===== config.mk =====
export PLATFORM = sky130hd
export DESIGN_NAME = xidle_seq
export DESIGN_NICKNAME = d
export VERILOG_FILES = /design/src/rtl/xidle_pkg.sv /design/src/rtl/xidle_decode.sv /design/src/rtl/xidle_pend.sv /design/src/rtl/xidle_fsm.sv /design/src/rtl/xidle_seq.sv
export SDC_FILE = /design/constraint.sdc
export NUM_CORES = 1
export LEC_CHECK = 0
export BUFFER_PORTS_ARGS = -buffer_cell sky130_fd_sc_hd__buf_2
export CORE_MARGIN = 1
export CORE_UTILIZATION = 55
export CTS_BUF_LIST = sky130_fd_sc_hd__clkbuf_8
export DETAILED_ROUTE_END_ITERATION = 10
export GPL_TIMING_DRIVEN = 0
export HOLD_SLACK_MARGIN = 0.06
export PLACE_DENSITY_LB_ADDON = 0.15
export SYNTH_ARGS = -nofsm -noshare
export SYNTH_HDL_FRONTEND = slang
export SYNTH_HIERARCHICAL = 1
export SYNTH_SLANG_ARGS = --single-unit

===== constraint.sdc =====
create_clock -name clk -period 2.2 [get_ports clk]
set_clock_uncertainty 0.05 [all_clocks]
set_input_delay 0 -clock clk [delete_from_list [all_inputs] [get_ports clk]]
set_output_delay 0 -clock clk [all_outputs]
set_load 0.005 [all_outputs]

===== src/rtl/xidle_pkg.sv =====
// Shared types for the extended idle sequencer.
// Assumes: depth field is three bits; state encoding is internal only.
package xidle_pkg;
    localparam int DEPTH_W = 3;
    localparam int DEPTH_N = 1 << DEPTH_W;

    typedef enum logic [1:0] {
        S_RUN  = 2'd0,
        S_DOWN = 2'd1,
        S_IDLE = 2'd2,
        S_UP   = 2'd3
    } seq_state_e;
endpackage


===== src/rtl/xidle_decode.sv =====
// Classifies an idle request: valid depth, extended form, hard-deep form.
// Assumes: masks are indexed by depth; deepest depth lies inside the masks.
module xidle_decode #(
    parameter int                              DEEPEST    = 4,
    parameter logic [xidle_pkg::DEPTH_N-1:0]   VALID_MASK = 8'b0001_1110,
    parameter logic [xidle_pkg::DEPTH_N-1:0]   EXT_MASK   = 8'b0001_1110
) (
    input  logic [xidle_pkg::DEPTH_W-1:0] depth,
    input  logic                          hint,
    input  logic                          promote,
    input  logic                          hard_en,
    output logic                          valid,
    output logic                          ext,
    output logic                          hard
);
    localparam int DN = xidle_pkg::DEPTH_N;

    logic [DN-1:0] depth_hot;

    // One-hot view of the depth so each mask bit is tested by its own gate.
    genvar gi;
    generate
        for (gi = 0; gi < DN; gi++) begin : g_hot
            assign depth_hot[gi] = (depth == xidle_pkg::DEPTH_W'(gi));
        end
    endgenerate

    // Decode request class from the masks and configuration bits.
    always_comb begin
        valid = |(depth_hot & VALID_MASK);
        ext   = valid && (|(depth_hot & EXT_MASK)) && (hint || promote);
        hard  = ext && hard_en && (depth == xidle_pkg::DEPTH_W'(DEEPEST));
    end
endmodule


===== src/rtl/xidle_pend.sv =====
// Holds one idle request that arrived while an up transition was pending.
// Assumes: only the first request is kept; the slot clears on engine ack.
module xidle_pend #(
    parameter int DEPTH_W = 3
) (
    input  logic               clk,
    input  logic               rst_n,
    input  logic               up_busy,
    input  logic               vf_ack,
    input  logic               new_v,
    input  logic [DEPTH_W-1:0] new_depth,
    input  logic               new_ext,
    input  logic               new_hard,
    output logic               pend_v,
    output logic [DEPTH_W-1:0] pend_depth,
    output logic               pend_ext,
    output logic               pend_hard
);
    logic capture;
    logic clear;

    // Capture only when the slot is free and no ack closes the phase now.
    always_comb begin
        capture = up_busy && !vf_ack && new_v && !pend_v;
        clear   = up_busy && vf_ack;
    end

    // Storage for the held request.
    always_ff @(posedge clk) begin
        if (!rst_n) begin
            pend_v     <= 1'b0;
            pend_depth <= '0;
            pend_ext   <= 1'b0;
            pend_hard  <= 1'b0;
        end else if (clear) begin
            pend_v <= 1'b0;
        end else if (capture) begin
            pend_v     <= 1'b1;
            pend_depth <= new_depth;
            pend_ext   <= new_ext;
            pend_hard  <= new_hard;
        end
    end

    a_r8_held: assert property (@(posedge clk) disable iff (!rst_n)
        (up_busy && !vf_ack && new_v) |=> pend_v);

    a_r8_stable: assert property (@(posedge clk) disable iff (!rst_n)
        (pend_v && !(up_busy && vf_ack)) |=> (pend_v && $stable(pend_depth)));
endmodule


===== src/rtl/xidle_fsm.sv =====
// Sequencer core: run, down transition, idle, background up transition.
// Assumes: vf_ack is a one-cycle pulse ending the request that is high;
// a new request may start in the cycle after an ack.
module xidle_fsm #(
    parameter int PT_W    = 4,
    parameter int DEPTH_W = 3
) (
    input  logic               clk,
    input  logic               rst_n,
    input  logic               new_v,
    input  logic [DEPTH_W-1:0] new_depth,
    input  logic               new_ext,
    input  logic               new_hard,
    input  logic               pend_v,
    input  logic [DEPTH_W-1:0] pend_depth,
    input  logic               pend_ext,
    input  logic               pend_hard,
    input  logic               break_evt,
    input  logic               vf_ack,
    input  logic [PT_W-1:0]    op_point,
    input  logic [PT_W-1:0]    low_point,
    output logic               up_busy,
    output logic               core_run_o,
    output logic [DEPTH_W-1:0] cstate_o,
    output logic               vf_req_o,
    output logic [PT_W-1:0]    vf_target_o,
    output logic               deep_volt_o
);
    import xidle_pkg::*;

    seq_state_e         state_q;
    logic [DEPTH_W-1:0] depth_q;
    logic               ext_q;
    logic               hard_q;
    logic               abort_q;
    logic [PT_W-1:0]    saved_q;
    logic [PT_W-1:0]    target_q;

    logic               in_up;
    logic               use_pend;
    logic               sel_v;
    logic [DEPTH_W-1:0] sel_depth;
    logic               sel_ext;
    logic               sel_hard;
    logic               accept;
    logic [PT_W-1:0]    entry_pt;

    // Choose the request to start: a held one wins over a fresh one.
    always_comb begin
        in_up     = (state_q == S_UP);
        use_pend  = in_up && pend_v;
        sel_v     = use_pend ? 1'b1       : new_v;
        sel_depth = use_pend ? pend_depth : new_depth;
        sel_ext   = use_pend ? pend_ext   : new_ext;
        sel_hard  = use_pend ? pend_hard  : new_hard;
        accept    = ((state_q == S_RUN) && new_v) || (in_up && vf_ack && sel_v);
        entry_pt  = in_up ? target_q : op_point;
    end

    // State, latched request and transition targets.
    always_ff @(posedge clk) begin
        if (!rst_n) begin
            state_q  <= S_RUN;
            depth_q  <= '0;
            ext_q    <= 1'b0;
            hard_q   <= 1'b0;
            abort_q  <= 1'b0;
            saved_q  <= '0;
            target_q <= '0;
        end else if (accept) begin
            depth_q <= sel_depth;
            ext_q   <= sel_ext;
            hard_q  <= sel_hard;
            abort_q <= 1'b0;
            if (sel_ext) begin
                state_q  <= S_DOWN;
                saved_q  <= entry_pt;
                target_q <= low_point;
            end else begin
                state_q <= S_IDLE;
            end
        end else begin
            case (state_q)
                S_DOWN: begin
                    if (vf_ack) begin
                        if (abort_q || break_evt) begin
                            state_q  <= S_UP;
                            target_q <= saved_q;
                        end else begin
                            state_q <= S_IDLE;
                        end
                    end else if (break_evt) begin
                        abort_q <= 1'b1;
                    end
                end
                S_IDLE: begin
                    if (break_evt) begin
                        if (ext_q) begin
                            state_q  <= S_UP;
                            target_q <= hard_q ? low_point : saved_q;
                        end else begin
                            state_q <= S_RUN;
                        end
                    end
                end
                S_UP: begin
                    if (vf_ack) state_q <= S_RUN;
                end
                default: state_q <= state_q;
            endcase
        end
    end

    // Moore outputs derived from the state.
    always_comb begin
        up_busy     = in_up;
        core_run_o  = (state_q == S_RUN) || in_up;
        cstate_o    = (state_q == S_IDLE) ? depth_q : '0;
        vf_req_o    = (state_q == S_DOWN) || in_up;
        vf_target_o = target_q;
        deep_volt_o = (state_q == S_IDLE) && hard_q;
    end

    a_r2_down_first: assert property (@(posedge clk) disable iff (!rst_n)
        (state_q == S_IDLE && $past(state_q) != S_IDLE && ext_q) |-> $past(vf_ack));

    a_r4_wake_now: assert property (@(posedge clk) disable iff (!rst_n)
        (state_q == S_IDLE && ext_q && break_evt) |=> (core_run_o && vf_req_o));

    a_r7_hard_exit: assert property (@(posedge clk) disable iff (!rst_n)
        (state_q == S_IDLE && hard_q && break_evt) |=> (vf_target_o == $past(low_point)));

    a_r9_hold_req: assert property (@(posedge clk) disable iff (!rst_n)
        (vf_req_o && !vf_ack) |=> (vf_req_o && $stable(vf_target_o)));

    a_r9_no_vf_idle: assert property (@(posedge clk) disable iff (!rst_n)
        (cstate_o != '0) |-> !vf_req_o);

    a_r10_idle_sticky: assert property (@(posedge clk) disable iff (!rst_n)
        (state_q == S_IDLE && !break_evt) |=> (state_q == S_IDLE));
endmodule


===== src/rtl/xidle_seq.sv =====
// Top: extended idle entry/exit sequencer with engine and clock-gate ports.
// Assumes: idle_req and break_evt are pulses; op_point is valid at request.
module xidle_seq #(
    parameter int                            PT_W       = 4,
    parameter int                            DEEPEST    = 4,
    parameter logic [xidle_pkg::DEPTH_N-1:0] VALID_MASK = 8'b0001_1110,
    parameter logic [xidle_pkg::DEPTH_N-1:0] EXT_MASK   = 8'b0001_1110
) (
    input  logic                          clk,
    input  logic                          rst_n,
    input  logic                          idle_req,
    input  logic [xidle_pkg::DEPTH_W-1:0] idle_depth,
    input  logic                          idle_ext_hint,
    input  logic                          cfg_promote,
    input  logic                          cfg_hard_deep,
    input  logic                          break_evt,
    input  logic [PT_W-1:0]               op_point,
    input  logic [PT_W-1:0]               low_point,
    input  logic                          vf_ack,
    output logic                          vf_req,
    output logic [PT_W-1:0]               vf_target,
    output logic                          core_run,
    output logic [xidle_pkg::DEPTH_W-1:0] cstate,
    output logic                          deep_volt
);
    localparam int DW = xidle_pkg::DEPTH_W;

    logic          dec_valid, dec_ext, dec_hard;
    logic          new_v;
    logic          up_busy;
    logic          pend_v, pend_ext, pend_hard;
    logic [DW-1:0] pend_depth;

    xidle_decode #(
        .DEEPEST(DEEPEST), .VALID_MASK(VALID_MASK), .EXT_MASK(EXT_MASK)
    ) u_dec (
        .depth(idle_depth), .hint(idle_ext_hint), .promote(cfg_promote),
        .hard_en(cfg_hard_deep), .valid(dec_valid), .ext(dec_ext), .hard(dec_hard)
    );

    // A request counts only when strobed with a valid depth.
    always_comb new_v = idle_req && dec_valid;

    xidle_pend #(.DEPTH_W(DW)) u_pend (
        .clk(clk), .rst_n(rst_n), .up_busy(up_busy), .vf_ack(vf_ack),
        .new_v(new_v), .new_depth(idle_depth), .new_ext(dec_ext), .new_hard(dec_hard),
        .pend_v(pend_v), .pend_depth(pend_depth), .pend_ext(pend_ext), .pend_hard(pend_hard)
    );

    xidle_fsm #(.PT_W(PT_W), .DEPTH_W(DW)) u_fsm (
        .clk(clk), .rst_n(rst_n),
        .new_v(new_v), .new_depth(idle_depth), .new_ext(dec_ext), .new_hard(dec_hard),
        .pend_v(pend_v), .pend_depth(pend_depth), .pend_ext(pend_ext), .pend_hard(pend_hard),
        .break_evt(break_evt), .vf_ack(vf_ack), .op_point(op_point), .low_point(low_point),
        .up_busy(up_busy), .core_run_o(core_run), .cstate_o(cstate), .vf_req_o(vf_req),
        .vf_target_o(vf_target), .deep_volt_o(deep_volt)
    );

    a_r11_reset: assert property (@(posedge clk)
        (!rst_n) |=> (core_run && cstate == '0 && !vf_req && !deep_volt));
endmodule


==> metrics <==
TritonCTS Buffers=3; largest net degree at the start of global routing=13; Total Routing Usage GR=26.8%; post-route setup TNS=0 ps; overall die area=2530 um2; Sequential Area=440 um2; post-route minimum period=2050 ps; fraction of the yosys area taken by sequential cells=34.3%; highest fanout seen on the critical path=10; number of routed nets with antenna violations=0; area inside the core boundary=2210 um2; remaining design rule violation count=0; Final GP Congestion=0.808; Crit. End Element=flip-flop; number of global-route vias before repair=1151; initial cell density of the core=58.0%; count of boundary I/O pins=29; cell breakdown of the critical path=dlygate4sd3_1 -> buf_2 -> nor3_2 -> nor2_1 -> and2_1 -> o211ai_2 -> nand2_2 -> a211oi_4 -> or2_4 -> a21oi_2; library cell used as clock root buffer=clkbuf_8; number of buffer and inverter stages on the critical path=2; library cells used by synthesis=40; type of element launching the critical path=input pin; power density cells=799 nW/um2; Commonest cells post-synth=23 x nand2_1, 22 x dfxtp_1, 14 x mux2i_1; max-cap viol count=0; detail-routed net length per standard cell=14.0 um; cell types occupying the most area after synthesis=dfxtp_1 34%, mux2i_1 11%, nand2_1 6.7%; antenna violations before repair=0; number of nets in the final layout=212; fill count=182; global-route congestion overflow total=0; per-cell via count in the routed design=5.60; Async S/R FF share, synth=0%; post-DP HPWL=2010 um; arrival time of the worst setup path=2140 ps; TritonCTS Sinks=22; hold violation total from the final report=0; TritonCTS clock tree=done; portion of the clock cycle consumed by the worst path in the final layout=93.0%; area share of the largest cell type after synthesis=34.3%; net count after synthesis=164; number of port buffers=28; CP Class=in -> reg; global-route wire length before repair=5200 um; drt total wl=3030 um; synthesis-stage register bit count=22; Reg clk slew, reported paths=80 ps; antenna diode count=0; pin slew with the least headroom to its limit=406 ps; post-synth top area cell=dfxtp_1; WP data required=2290 ps; EDFF count, synth=0; Multi-input gate area=778 um2; drt pass-1 iters=4; per-instance average area after synthesis=9.10 um2; synthesis warning total=6; fmax=0.489 GHz; dominant delay contributor by cell family on the critical path=simple AND/OR/NAND/NOR gates; Synth Cell Area=1280 um2; Setup WS pre-CTS=343 ps; synthesized instance count=141; chip width=50.3 um; y dimension of the die=50.3 um; H-tree depth=1; Worst Setup Slack, final=153 ps; Row Count=17; delay contributed by the slowest stage of the critical path=530 ps; top_reg_cell synth=dfxtp_1; fraction of layout instances using a drive strength above 1=28.7%; final-report setup violation count=0; Area Growth Syn to Fin=29.8%; max_slew headroom=72.7%; detailed-route via count=1209; Starting DRT DRC Count=21; worst hold-check path type=in -> reg; run status=complete, no violations; maximum resistive drop on vdd=0.000616 V; slowest library cell on the worst path=dlygate4sd3_1; leading cell type by number of instances after synthesis=nand2_1; reported leakage power=0.802 nW; number of slew-limit violations in the final report=0; clock latency on the worst-skew pair=260 ps; unrepaired setup endpoints after global routing=no; worst-case clock buffer depth=2
[sequential cells by signal, summed over array words and instances, names as in the netlist, 2 cells and up]
name / cells
u_fsm/saved_q: 4
u_fsm/vf_target_o: 4
u_fsm/depth_q: 3
u_pend/pend_depth: 3
u_fsm/state_q: 2
[final cells by class]
cell class	count	share of cell area, %
inverter	6	1.35
buffer	7	2.85
timing repair buffer	43	17.3
multi-input combinational	106	46.7
tap	28	2.10
sequential	22	26.4
clock buffer	4	3.30
[logic make-up after synthesis]
logic type	share of synthesized area, %
compound gates	21.0
mux	12.7
fa+ha+maj	3.90
flops	34.3
simple gates	22.7
buf+inv	5.46
[power breakdown]
group	switching, W	internal, W	leakage, nW	total [W]
Sequential	0.0000518	0.000465	0.179	0.000517
Combinational	0.000275	0.000252	0.593	0.000527
Clock	0.000129	0.000159	0.0288	0.000288
[path summary, 6_finish.rpt]
path	depth (start not counted)	to	slack, ps	startpoint
max	10	u_fsm/vf_target_o[0]	150	idle_depth[2]
min	3	u_fsm/abort_q	90	break_evt
max reg2reg	7	u_fsm/vf_target_o[0]	340	u_fsm/state_q[0]
min reg2reg	2	u_pend/pend_depth[1]	420	u_pend/pend_depth[1]
[tightest hold or removal path, cell delays in order]
cell	delay, ps
buf_2	130
a31oi_1	170
nor3b_1	60
[through the flow]
stage                     instance area (um2)  std cells  total power, W  hold slack [ps]  utilization [%]
after CTS                                1650        215         0.00132             86.0             74.8
after global routing                     1670        216         0.00142              121             75.3
after floorplan                          1280        141        0.000879             47.2                -
after detailed placement                 1460        197         0.00102              208             66.0
final                                    1670        216         0.00133             92.8             75.3
after global placement                   1460        197         0.00100              198             66.0
[what timing repair did]
item                                   in CTS  in global routing
endpoints found under the hold margin      13                  0
hold buffers                               14                  0
buffers inserted                            0                  1
setup endpoints to repair                   0                  4
resized for setup                           0                  1
[placed cells by master (no fill, tap or decap), types with 2 or more instances in the layout]
| cell | instances |
|---|---|
| a21oi_1 | 4 |
| a21oi_2 | 5 |
| and2_1 | 5 |
| buf_2 | 30 |
| buf_4 | 2 |
| buf_6 | 2 |
| clkbuf_1 | 2 |
| clkbuf_8 | 4 |
| dfxtp_1 | 22 |
| dlygate4sd3_1 | 14 |
| ha_1 | 4 |
| inv_1 | 6 |
| mux2i_1 | 14 |
| nand2_1 | 23 |
| nand3_1 | 8 |
| nor2_1 | 5 |
| nor2b_1 | 2 |
| o211a_1 | 8 |
| o31ai_1 | 4 |
[per-layer routing]
layer  vias to the layer above  track usage, %  share of wire [%]
li1                        599               -                  -
met1                       580            35.4                 46
met2                        26            43.8                 49
met3                         4            4.24                3.6
met4                         0            9.72                1.1
met5                         -               0                  0
(Power assumes the default switching activity.)
